--- config.mk ---
export PLATFORM = sky130hd
export DESIGN_NAME = qfsk_demod
export DESIGN_NICKNAME = d
export VERILOG_FILES = /design/src/rtl/qfsk_pkg.sv /design/src/rtl/qfsk_mix_filter.sv /design/src/rtl/qfsk_decim_rect.sv /design/src/rtl/qfsk_accum.sv /design/src/rtl/qfsk_decide.sv /design/src/rtl/qfsk_demod.sv
export SDC_FILE = /design/constraint.sdc
export NUM_CORES = 2
export LEC_CHECK = 0
export ABC_AREA = 1
export BUFFER_PORTS_ARGS = -buffer_cell sky130_fd_sc_hd__clkbuf_2
export CORE_MARGIN = 3
export CORE_UTILIZATION = 55
export DETAILED_ROUTE_END_ITERATION = 8
export PLACE_DENSITY = 0.68
export SLEW_MARGIN = 20
export SYNTH_ARGS = -nofsm -noshare
export SYNTH_HDL_FRONTEND = slang
export SYNTH_HIERARCHICAL = 1
export SYNTH_SLANG_ARGS = --single-unit
--- constraint.sdc ---
create_clock -name clk -period 30.4 [get_ports clk]
set_input_delay 6.08 -clock clk [delete_from_list [all_inputs] [get_ports clk]]
set_output_delay 6.08 -clock clk [all_outputs]
set_load 0.005 [all_outputs]
--- src/rtl/qfsk_pkg.sv ---
package qfsk_pkg;

  localparam int NUM_CH = 4;

  // Channel slots; the decision logic pairs them by tone.
  localparam int CH_IS = 0;
  localparam int CH_QS = 1;
  localparam int CH_IM = 2;
  localparam int CH_QM = 3;

  function automatic int unsigned cnt_width(input int unsigned span);
    return (span > 1) ? $clog2(span) : 1;
  endfunction

endpackage

--- src/rtl/qfsk_mix_filter.sv ---
module qfsk_mix_filter #(
  parameter int SMP_W   = 8,
  parameter int REF_W   = 8,
  parameter int WIN_LEN = 4,
  parameter int PROD_W  = SMP_W + REF_W,
  parameter int SUM_W   = PROD_W + $clog2(WIN_LEN) + 1
) (
  input  logic                    clk,
  input  logic                    rst_n,
  input  logic                    vld_i,
  input  logic signed [SMP_W-1:0] smp_i,
  input  logic signed [REF_W-1:0] ref_i,
  output logic                    vld_o,
  output logic signed [SUM_W-1:0] sum_o
);

  logic signed [PROD_W-1:0] prod_d, prod_q;
  logic                     prod_vld_q;
  logic signed [PROD_W-1:0] tap_d [WIN_LEN];
  logic signed [PROD_W-1:0] tap_q [WIN_LEN];
  logic signed [SUM_W-1:0]  sum_d, sum_q;
  logic                     sum_vld_q;

  // Next state: product, shifted window and running sum.
  always_comb begin
    prod_d = PROD_W'(smp_i) * PROD_W'(ref_i);
    tap_d[0] = prod_q;
    for (int i = 1; i < WIN_LEN; i++) begin
      tap_d[i] = tap_q[i-1];
    end
    sum_d = sum_q + SUM_W'(prod_q) - SUM_W'(tap_q[WIN_LEN-1]);
  end

  always_ff @(posedge clk or negedge rst_n) begin
    if (!rst_n) begin
      prod_q     <= '0;
      prod_vld_q <= 1'b0;
      sum_q      <= '0;
      sum_vld_q  <= 1'b0;
      for (int i = 0; i < WIN_LEN; i++) begin
        tap_q[i] <= '0;
      end
    end else begin
      prod_vld_q <= vld_i;
      sum_vld_q  <= prod_vld_q;
      if (vld_i) begin
        prod_q <= prod_d;
      end
      if (prod_vld_q) begin
        sum_q <= sum_d;
        tap_q <= tap_d;
      end
    end
  end

  assign vld_o = sum_vld_q;
  assign sum_o = sum_q;

endmodule

--- src/rtl/qfsk_decim_rect.sv ---
module qfsk_decim_rect #(
  parameter int SUM_W      = 19,
  parameter int DEC_FACTOR = 2,
  parameter int MAG_W      = SUM_W - 1
) (
  input  logic                    clk,
  input  logic                    rst_n,
  input  logic                    vld_i,
  input  logic signed [SUM_W-1:0] sum_i,
  output logic                    vld_o,
  output logic [MAG_W-1:0]        mag_o
);

  import qfsk_pkg::*;

  logic                    hit;
  logic signed [SUM_W-1:0] dec_q;
  logic                    dec_vld_q;
  logic signed [SUM_W-1:0] neg_val;
  logic [MAG_W-1:0]        mag_d, mag_q;
  logic                    mag_vld_q;

  generate
    if (DEC_FACTOR == 1) begin : g_pass
      assign hit = 1'b1;
    end else begin : g_count
      localparam int CNT_W = cnt_width(DEC_FACTOR);
      logic [CNT_W-1:0] cnt_d, cnt_q;

      always_comb begin
        cnt_d = hit ? '0 : cnt_q + 1'b1;
      end

      assign hit = (cnt_q == CNT_W'(DEC_FACTOR - 1));

      always_ff @(posedge clk or negedge rst_n) begin
        if (!rst_n) begin
          cnt_q <= '0;
        end else if (vld_i) begin
          cnt_q <= cnt_d;
        end
      end
    end
  endgenerate

  // Rectifier next state.
  always_comb begin
    neg_val = -dec_q;
    mag_d   = dec_q[SUM_W-1] ? MAG_W'(neg_val) : MAG_W'(dec_q);
  end

  always_ff @(posedge clk or negedge rst_n) begin
    if (!rst_n) begin
      dec_q     <= '0;
      dec_vld_q <= 1'b0;
      mag_q     <= '0;
      mag_vld_q <= 1'b0;
    end else begin
      dec_vld_q <= vld_i && hit;
      mag_vld_q <= dec_vld_q;
      if (vld_i && hit) begin
        dec_q <= sum_i;
      end
      if (dec_vld_q) begin
        mag_q <= mag_d;
      end
    end
  end

  assign vld_o = mag_vld_q;
  assign mag_o = mag_q;

endmodule

--- src/rtl/qfsk_accum.sv ---
module qfsk_accum #(
  parameter int MAG_W = 18,
  parameter int ACC_W = 23
) (
  input  logic             clk,
  input  logic             rst_n,
  input  logic             vld_i,
  input  logic [MAG_W-1:0] mag_i,
  input  logic             chip_stb_i,
  output logic [ACC_W-1:0] run_o,
  output logic [ACC_W-1:0] close_o,
  output logic [ACC_W-1:0] res_o
);

  logic [ACC_W-1:0] acc_d, acc_q;
  logic [ACC_W-1:0] acc_sum;
  logic [ACC_W-1:0] res_q;
  logic             acc_en;

  always_comb begin
    acc_sum = acc_q + (vld_i ? ACC_W'(mag_i) : '0);
    acc_d   = chip_stb_i ? '0 : acc_sum;
    acc_en  = vld_i || chip_stb_i;
  end

  always_ff @(posedge clk or negedge rst_n) begin
    if (!rst_n) begin
      acc_q <= '0;
      res_q <= '0;
    end else begin
      if (acc_en) begin
        acc_q <= acc_d;
      end
      if (chip_stb_i) begin
        res_q <= acc_sum;
      end
    end
  end

  assign run_o   = acc_q;
  assign close_o = acc_sum;
  assign res_o   = res_q;

endmodule

--- src/rtl/qfsk_decide.sv ---
module qfsk_decide #(
  parameter int ACC_W = 23
) (
  input  logic                                  clk,
  input  logic                                  rst_n,
  input  logic                                  chip_stb_i,
  input  logic [qfsk_pkg::NUM_CH-1:0][ACC_W-1:0] close_i,
  output logic                                  bit_o,
  output logic                                  bit_valid_o
);

  import qfsk_pkg::*;

  logic [ACC_W:0] mark_sum, space_sum;
  logic           bit_d, bit_q, vld_q;

  always_comb begin
    mark_sum  = {1'b0, close_i[CH_IM]} + {1'b0, close_i[CH_QM]};
    space_sum = {1'b0, close_i[CH_IS]} + {1'b0, close_i[CH_QS]};
    bit_d     = mark_sum > space_sum;
  end

  always_ff @(posedge clk or negedge rst_n) begin
    if (!rst_n) begin
      bit_q <= 1'b0;
      vld_q <= 1'b0;
    end else begin
      vld_q <= chip_stb_i;
      if (chip_stb_i) begin
        bit_q <= bit_d;
      end
    end
  end

  assign bit_o       = bit_q;
  assign bit_valid_o = vld_q;

endmodule

--- src/rtl/qfsk_demod.sv ---
module qfsk_demod #(
  parameter int SMP_W            = 8,
  parameter int REF_W            = 8,
  parameter int WIN_LEN          = 4,
  parameter int DEC_FACTOR       = 2,
  parameter int MAX_DEC_PER_CHIP = 16,
  localparam int PROD_W          = SMP_W + REF_W,
  localparam int SUM_W           = PROD_W + $clog2(WIN_LEN) + 1,
  localparam int MAG_W           = SUM_W - 1,
  localparam int ACC_W           = MAG_W + $clog2(MAX_DEC_PER_CHIP + 1)
) (
  input  logic                    clk,
  input  logic                    rst_n,
  input  logic                    smp_vld_i,
  input  logic signed [SMP_W-1:0] smp_i,
  input  logic signed [REF_W-1:0] ref_si_i,
  input  logic signed [REF_W-1:0] ref_sq_i,
  input  logic signed [REF_W-1:0] ref_mi_i,
  input  logic signed [REF_W-1:0] ref_mq_i,
  input  logic                    chip_stb_i,
  output logic [ACC_W-1:0]        mag_is_o,
  output logic [ACC_W-1:0]        mag_qs_o,
  output logic [ACC_W-1:0]        mag_im_o,
  output logic [ACC_W-1:0]        mag_qm_o,
  output logic                    bit_o,
  output logic                    bit_valid_o
);

  import qfsk_pkg::*;

  // Reset: asserted at once, released on the clock.
  logic rst_meta, rst_s;

  always_ff @(posedge clk or negedge rst_n) begin
    if (!rst_n) begin
      rst_meta <= 1'b0;
      rst_s    <= 1'b0;
    end else begin
      rst_meta <= 1'b1;
      rst_s    <= rst_meta;
    end
  end

  logic signed [NUM_CH-1:0][REF_W-1:0] ref_arr;
  logic [NUM_CH-1:0]                   filt_vld;
  logic signed [SUM_W-1:0]             filt_sum [NUM_CH];
  logic [NUM_CH-1:0]                   abs_vld;
  logic [MAG_W-1:0]                    abs_mag  [NUM_CH];
  logic [NUM_CH-1:0][ACC_W-1:0]        acc_run;
  logic [NUM_CH-1:0][ACC_W-1:0]        acc_close;
  logic [NUM_CH-1:0][ACC_W-1:0]        acc_res;

  assign ref_arr[CH_IS] = ref_si_i;
  assign ref_arr[CH_QS] = ref_sq_i;
  assign ref_arr[CH_IM] = ref_mi_i;
  assign ref_arr[CH_QM] = ref_mq_i;

  generate
    for (genvar c = 0; c < NUM_CH; c++) begin : g_ch
      qfsk_mix_filter #(
        .SMP_W(SMP_W), .REF_W(REF_W), .WIN_LEN(WIN_LEN),
        .PROD_W(PROD_W), .SUM_W(SUM_W)
      ) u_mixf (
        .clk   (clk),
        .rst_n (rst_s),
        .vld_i (smp_vld_i),
        .smp_i (smp_i),
        .ref_i (ref_arr[c]),
        .vld_o (filt_vld[c]),
        .sum_o (filt_sum[c])
      );

      qfsk_decim_rect #(
        .SUM_W(SUM_W), .DEC_FACTOR(DEC_FACTOR), .MAG_W(MAG_W)
      ) u_decr (
        .clk   (clk),
        .rst_n (rst_s),
        .vld_i (filt_vld[c]),
        .sum_i (filt_sum[c]),
        .vld_o (abs_vld[c]),
        .mag_o (abs_mag[c])
      );

      qfsk_accum #(
        .MAG_W(MAG_W), .ACC_W(ACC_W)
      ) u_acc (
        .clk        (clk),
        .rst_n      (rst_s),
        .vld_i      (abs_vld[c]),
        .mag_i      (abs_mag[c]),
        .chip_stb_i (chip_stb_i),
        .run_o      (acc_run[c]),
        .close_o    (acc_close[c]),
        .res_o      (acc_res[c])
      );
    end
  endgenerate

  qfsk_decide #(
    .ACC_W(ACC_W)
  ) u_decide (
    .clk         (clk),
    .rst_n       (rst_s),
    .chip_stb_i  (chip_stb_i),
    .close_i     (acc_close),
    .bit_o       (bit_o),
    .bit_valid_o (bit_valid_o)
  );

  assign mag_is_o = acc_res[CH_IS];
  assign mag_qs_o = acc_res[CH_QS];
  assign mag_im_o = acc_res[CH_IM];
  assign mag_qm_o = acc_res[CH_QM];

endmodule

; ---- Word-level counts from Yosys, hierarchy flattened
; Index checks and enable logic that the tools add are counted.
[op_classes]
reduce_logical = 8
n_mul = 4
addsub = 22
magnitude_cmp = 1
muxes = 16
[op_table]
columns = op, n
row1 = $mux W18, 8
row2 = $add A23 B23 Y23, 4
row3 = $mux W23, 4
row4 = $add A19 B16 Y19, 4
row5 = $sub A19 B16 Y19, 4
row6 = $neg A18 Y18, 4
row7 = $mul A8 B8 Y16, 4
row8 = $add A23 B23 Y24, 2
row9 = $gt A24 B24 Y1, 1
row10 = $add A1 B1 Y1 const B, 4
row11 = $logic_and A1 B1 Y1, 4
row12 = $logic_or A1 B1 Y1, 4
row13 = $mux W1, 4
[totals]
out_inout_bits = 94
reg_bits = 746

; ---- Longest topological paths before layout
[logic_depth]
ltp_word = 4
depth_mapped = 34
ltp_nobuf = 33

; ---- Modules after synthesis
; The synthesis kept the hierarchy.
[by_module_without_submodules]
columns = module, area_per_inst_um2, instances, cells_per_inst, seq_area_each_um2
row1 = qfsk_accum, 3369.5, 4, 520, 1151.1
row2 = qfsk_mix_filter (g_ch[0].u_mixf), 8187.9, 1, 1082, 2527.4
row3 = qfsk_mix_filter (g_ch[1].u_mixf), 8136.6, 1, 1083, 2527.4
row4 = qfsk_mix_filter (g_ch[3].u_mixf), 8125.3, 1, 1076, 2527.4
row5 = qfsk_mix_filter (g_ch[2].u_mixf), 8120.3, 1, 1075, 2527.4
row6 = qfsk_decim_rect, 1936.9, 4, 237, 1001.0
row7 = qfsk_decide, 3653.5, 1, 689, 50.0
row8 = qfsk_demod, 53.8, 1, 3, 50.0

; ---- Worst setup path before layout
; Ideal clock, no wire load.
[synth_path]
path_type = in2reg
startpoint = input port smp_i[0]
endpoint = register g_ch[1].u_mixf.prod_q[10]
n_path_buf = 1
arrival_ns = 9.759
setup_time_ns = 0.126
stages = 15
path_slack_ns = 20.515
required_time_ns = 30.274
path_cell_list = clkbuf_1 -> or2_2 -> fa_1 -> fa_1 -> inv_1 -> fa_1 -> inv_1 -> fa_1 -> inv_1 -> ha_1 -> a21oi_1 -> nand2_1 -> a21oi_1 -> xor2_1 -> o21ai_0
[synth_between]
elab_chain_cells = 1
[synth_lines]
columns = element, line_no
row1 = start: declaration, qfsk_demod.sv:15  ; input logic signed [SMP_W-1:0] smp_i,
row2 = $mul A8 B8 Y16, qfsk_mix_filter.sv:26  ; prod_d = PROD_W'(smp_i) * PROD_W'(ref_i);
row3 = end signal: assignment, qfsk_mix_filter.sv:47  ; prod_q <= prod_d;
row4 = end: declaration, qfsk_mix_filter.sv:17  ; logic signed [PROD_W-1:0] prod_d, prod_q;
; No other way between the ends.
; A chain may end at the register's enable or synchronous reset.

; ---- Worst setup path in the final report
[layout_path]
startpoint = input port smp_i[7]
endpoint = register g_ch[0].u_mixf.prod_q[14]
[layout_between]
elab_chain_cells = 1
[layout_lines]
columns = element, line_no
row1 = $mul A8 B8 Y16, qfsk_mix_filter.sv:26
row2 = end signal: assignment, qfsk_mix_filter.sv:47
row3 = end: declaration, qfsk_mix_filter.sv:17
; No other way between the ends.

==> summary.md <==
| Metric | Value |
|---|---|
| Initial Util | `a little under three fifths` |
| Sw Ratio | `roughly half` |
| CTS Sinks | `752` |
| Seq. cell area | `around 19,000 um2` |
| Worst path most repeated cell | `inv_1` |
| Fmax | `0.1011 GHz` |
| RSZ-0062 raised after global routing | `no` |
| Crit path DAT | `roughly 10,000 ps` |
| Hold Vio Cnt, Final | `0` |
| Post-synth top area share | `between 30% and 40%` |
| Critical path's slowest cell | `fa_1` |
| Post-route insts no fill | `between 9,000 and 10,000` |
| Filler cells | `9,773` |
| Row count | `117` |
| Worst Setup End Kind | `flop` |
| Worst skew pair latency | `approximately 640 ps` |
| Area Growth Syn to Fin | `7.561%` |
| H-tree levels | `3` |
| Clock slew at reported path FFs | `60 ps` |
| Area leader, netlist | `dfrtp_1` |
| Share of layout cells above drive strength 1 | `~6.2%` |
| Comb pwr share | `between 60% and 70%` |
| Drt wl/cell | `roughly 14 um` |
| Syn_nets | `a little under 9,000` |
| Register bit total from synthesis | `about 750` |
| Die Width | `roughly 330 um` |
| Relative slew margins | `about a quarter` |
| EDFF count, synth | `0` |
| CP Max Fanout | `32` |
| GP Congestion | `between 0.9 and 1` |
| Initial antenna violation count | `0` |
| Pwr Density | `between 100 and 150 nW/um2` |
| Multi-input gate area in the final layout | `~32,000 um2` |
| Post-synthesis sequential area ratio | `32.73%` |
| Synth area leaders | `dfrtp_1, nand2_1, fa_1, inv_1, ha_1` |
| Clock Tree Buf Depth | `3` |
| Io pins | `between 100 and 150` |
| Pleak | `36.42 nW` |
| Synthesized instance count | `8,036` |
| M1 WL | `65.64 mm` |
| Setup Buffers After CTS | `0` |
| Synth unique cells | `45` |
| Worst-Margin Slew | `~1100 ps` |
| Startpoint types | `input port` |
| Net load switching power | `about 3.1 mW` |
| Setup CP Type | `in2reg` |
| Outcome | `complete, no violations` |
| Drt pass-1 iters | `6` |
| Final Skew | `roughly 16 ps` |
| DR top layer | `met4` |
| Post-synth top cells | `nand2_1, inv_1, dfrtp_1` |
| Final setup viols | `0` |
| Hold crit path type | `reg2async` |
| Final Instance Area | `roughly 62,000 um2` |
| Num CTS Buffers | `81` |
| Dpl hpwl | `104.0 mm` |
| Pre-CTS setup slack | `about 20,000 ps` |
| PortBufs | `137` |
| Post-CTS Resized | `0` |
| Mapped cell area | `57,500 um2` |
| Hold Buf Count CTS | `0` |
| First-pass GRT wire length | `roughly 230 mm` |
| CP required | `30,890 ps` |
| Die area | `108,500 um2` |
| Final worst slack | `roughly 20,000 ps` |
| Largest net degree at the start of global routing | `approximately 180` |
| Crit path buffers/inverters | `6` |
| Met2 wire len | `60.43 mm` |
| Pint | `between 3 and 4 mW` |
| Most used DFF post-synth | `dfrtp_1` |
| ANT cells | `0` |
| Slowest stage delay, CP | `approximately 610 ps` |
| Cell Area, Placed | `~60,000 um2` |
| Die H | `between 300 and 400 um` |
| Yosys warnings | `6` |
| Part of the power in the clock network | `between 10% and 20%` |
| R2R Setup Slk | `between 20,000 and 30,000 ps` |
| Final Cycle Share | `approximately a third` |
| DRC | `0` |
| Max-Cap Viols | `0` |
| Final Net Count | `just under 9,000` |
| FFs w/ async S/R, synth | `100.0%` |
| Min cycle time layout | `around 10000 ps` |
| CTS tree | `done` |
| Top-count cell post-synth | `nand2_1` |
| Final setup TNS | `0 ps` |
| Total gr overflow | `0` |
| Met3 WL post-DR | `roughly 5.2 mm` |
| DRT iter0 DRCs | `approximately 3,400` |
| Top delay family on crit path | `adder cells` |
| GRT Resource Usage Total | `between 20% and 30%` |
| Drt via density | `approximately 5.0` |
| Inst Count DP | `between 9,000 and 10,000` |
| CORE AREA | `roughly 100,000 um2` |
| Syn_area_per_cell | `7.156 um2` |
| Antenna violation net count after detailed routing | `0` |
| Via count | `around 47,000` |
| Clk root buf | `clkbuf_16` |
| Final WL | `134.6 mm` |
| Final Max Slew Viols | `0` |
| Crit path cell chain | `clkbuf_2 -> nand2_1 -> inv_1 -> fa_1 -> inv_1 -> fa_1 -> inv_1 -> fa_1 -> inv_1 -> fa_1 -> inv_1 -> ha_1 -> nand2_1 -> nor2_1 -> nand3_1 -> nand3_1 -> nand2_1 -> nand3_1 -> o21ai_0` |
| Flop pwr share | `24.5%` |
| Vias in the first global route | `approximately 45,000` |
| Worst VDD drop | `0.05678 mV` |
==> registers in the layout, summed over array words and instances (netlist names) <==
signal / cells
rst_s: 1
g_ch.u_decr/dec_q: 76
g_ch.u_decr/g_count.cnt_q: 4
g_ch.u_decr/mag_o: 72
g_ch.u_mixf/vld_o: 4
g_ch.u_mixf/sum_o: 76
g_ch.u_acc/run_o: 92
g_ch.u_mixf/prod_q: 64
u_decide/bit_o: 1
g_ch.u_mixf/tap_d: 192
g_ch.u_mixf/tap_q: 64
g_ch.u_acc/res_o: 92
u_decide/bit_valid_o: 1
g_ch.u_decr/vld_o: 4
g_ch.u_mixf/prod_vld_q: 4
g_ch.u_decr/dec_vld_q: 4
rst_meta: 1
==> metrics by stage <==
step | power (mW) | util, % | hold slack, ps
after global placement | 5.421 | 57.56 | 262.2
after detailed placement | 5.512 | 57.56 | 263.4
final | 6.530 | 60.19 | 251.4
after global routing | 7.269 | 60.19 | 296.3
after CTS | 6.563 | 60.18 | 268.7
after floorplan | 4.616 | - | 331.2
==> cell families (layout without fill, tap and decap cells) <==
group,Yosys count,count (layout),share of synthesized area [%]
AOI/OAI and AO/OA,568,568,5.490
xor gates and xnor gates,135,135,2.056
adders and majority gates,636,636,17.73
buffers and inverters,1752,1833,11.68
DFF,752,752,32.73
other,1,1,0.006521
and+or+nand+nor,4192,4192,30.31
==> path summary, 6_finish.rpt <==
kind,start,to,depth (start not counted)
worst max register to register,g_ch[1].u_decr/vld_o,u_decide/bit_o,27
max in group asynchronous,rst_n,rst_s,1
min in group clk,rst_meta,rst_s,0
worst min register to register,rst_s,g_ch[2].u_mixf/tap_d[43],0
worst max-delay path,smp_i[7],g_ch[0].u_mixf/prod_q[14],19
worst min-delay path,rst_s,g_ch[2].u_mixf/tap_d[43],0
==> per-layer routing <==
layer	GRT usage, %	up-vias
met3	2.166	188
li1	-	24300
met4	6.656	0
met2	40.70	901
met5	0	-
met1	37.01	21780
==> power groups by stage <==
stage               Sequential, mW  Clock (mW)  Combinational [mW]
global route                  1.65        1.08                4.54
floorplan                     1.55           0                3.07
global placement              1.61           0                3.82
detailed placement            1.62           0                3.90
finish                        1.60        1.01                3.92
CTS                           1.60        1.04                3.93
==> area by class of cell <==
class | count | share of cell area, %
Timing Repair Buffer | 162 | 1.436
Clock buffer | 104 | 3.615
Tap cell | 1368 | 2.767
Clock inverter | 35 | 0.7424
Sequential cell | 752 | 30.44
Multi-Input combinational cell | 5532 | 51.70
Inverter | 1532 | 9.297
==> cells in the final DEF (no fill, tap or decap), types with 17 or more instances in the layout <==
| cell type | n |
|---|---|
| nor3_1 | 24 |
| nand4_1 | 51 |
| nand3_1 | 429 |
| ha_1 | 338 |
| nand2_1 | 3020 |
| xor2_1 | 84 |
| nor2_1 | 368 |
| inv_2 | 22 |
| nand3b_1 | 64 |
| nand3_2 | 17 |
| buf_4 | 25 |
| a21oi_2 | 24 |
| clkbuf_16 | 83 |
| nor2_2 | 61 |
| clkbuf_2 | 135 |
| dfrtp_1 | 747 |
| and2_1 | 61 |
| o21ai_0 | 279 |
| fa_1 | 298 |
| nand2_2 | 49 |
| a22o_1 | 28 |
| a21oi_1 | 149 |
| inv_1 | 1510 |
| o22ai_1 | 18 |
| xnor2_1 | 51 |
| o21ai_1 | 33 |
(Power assumes the default switching activity.)
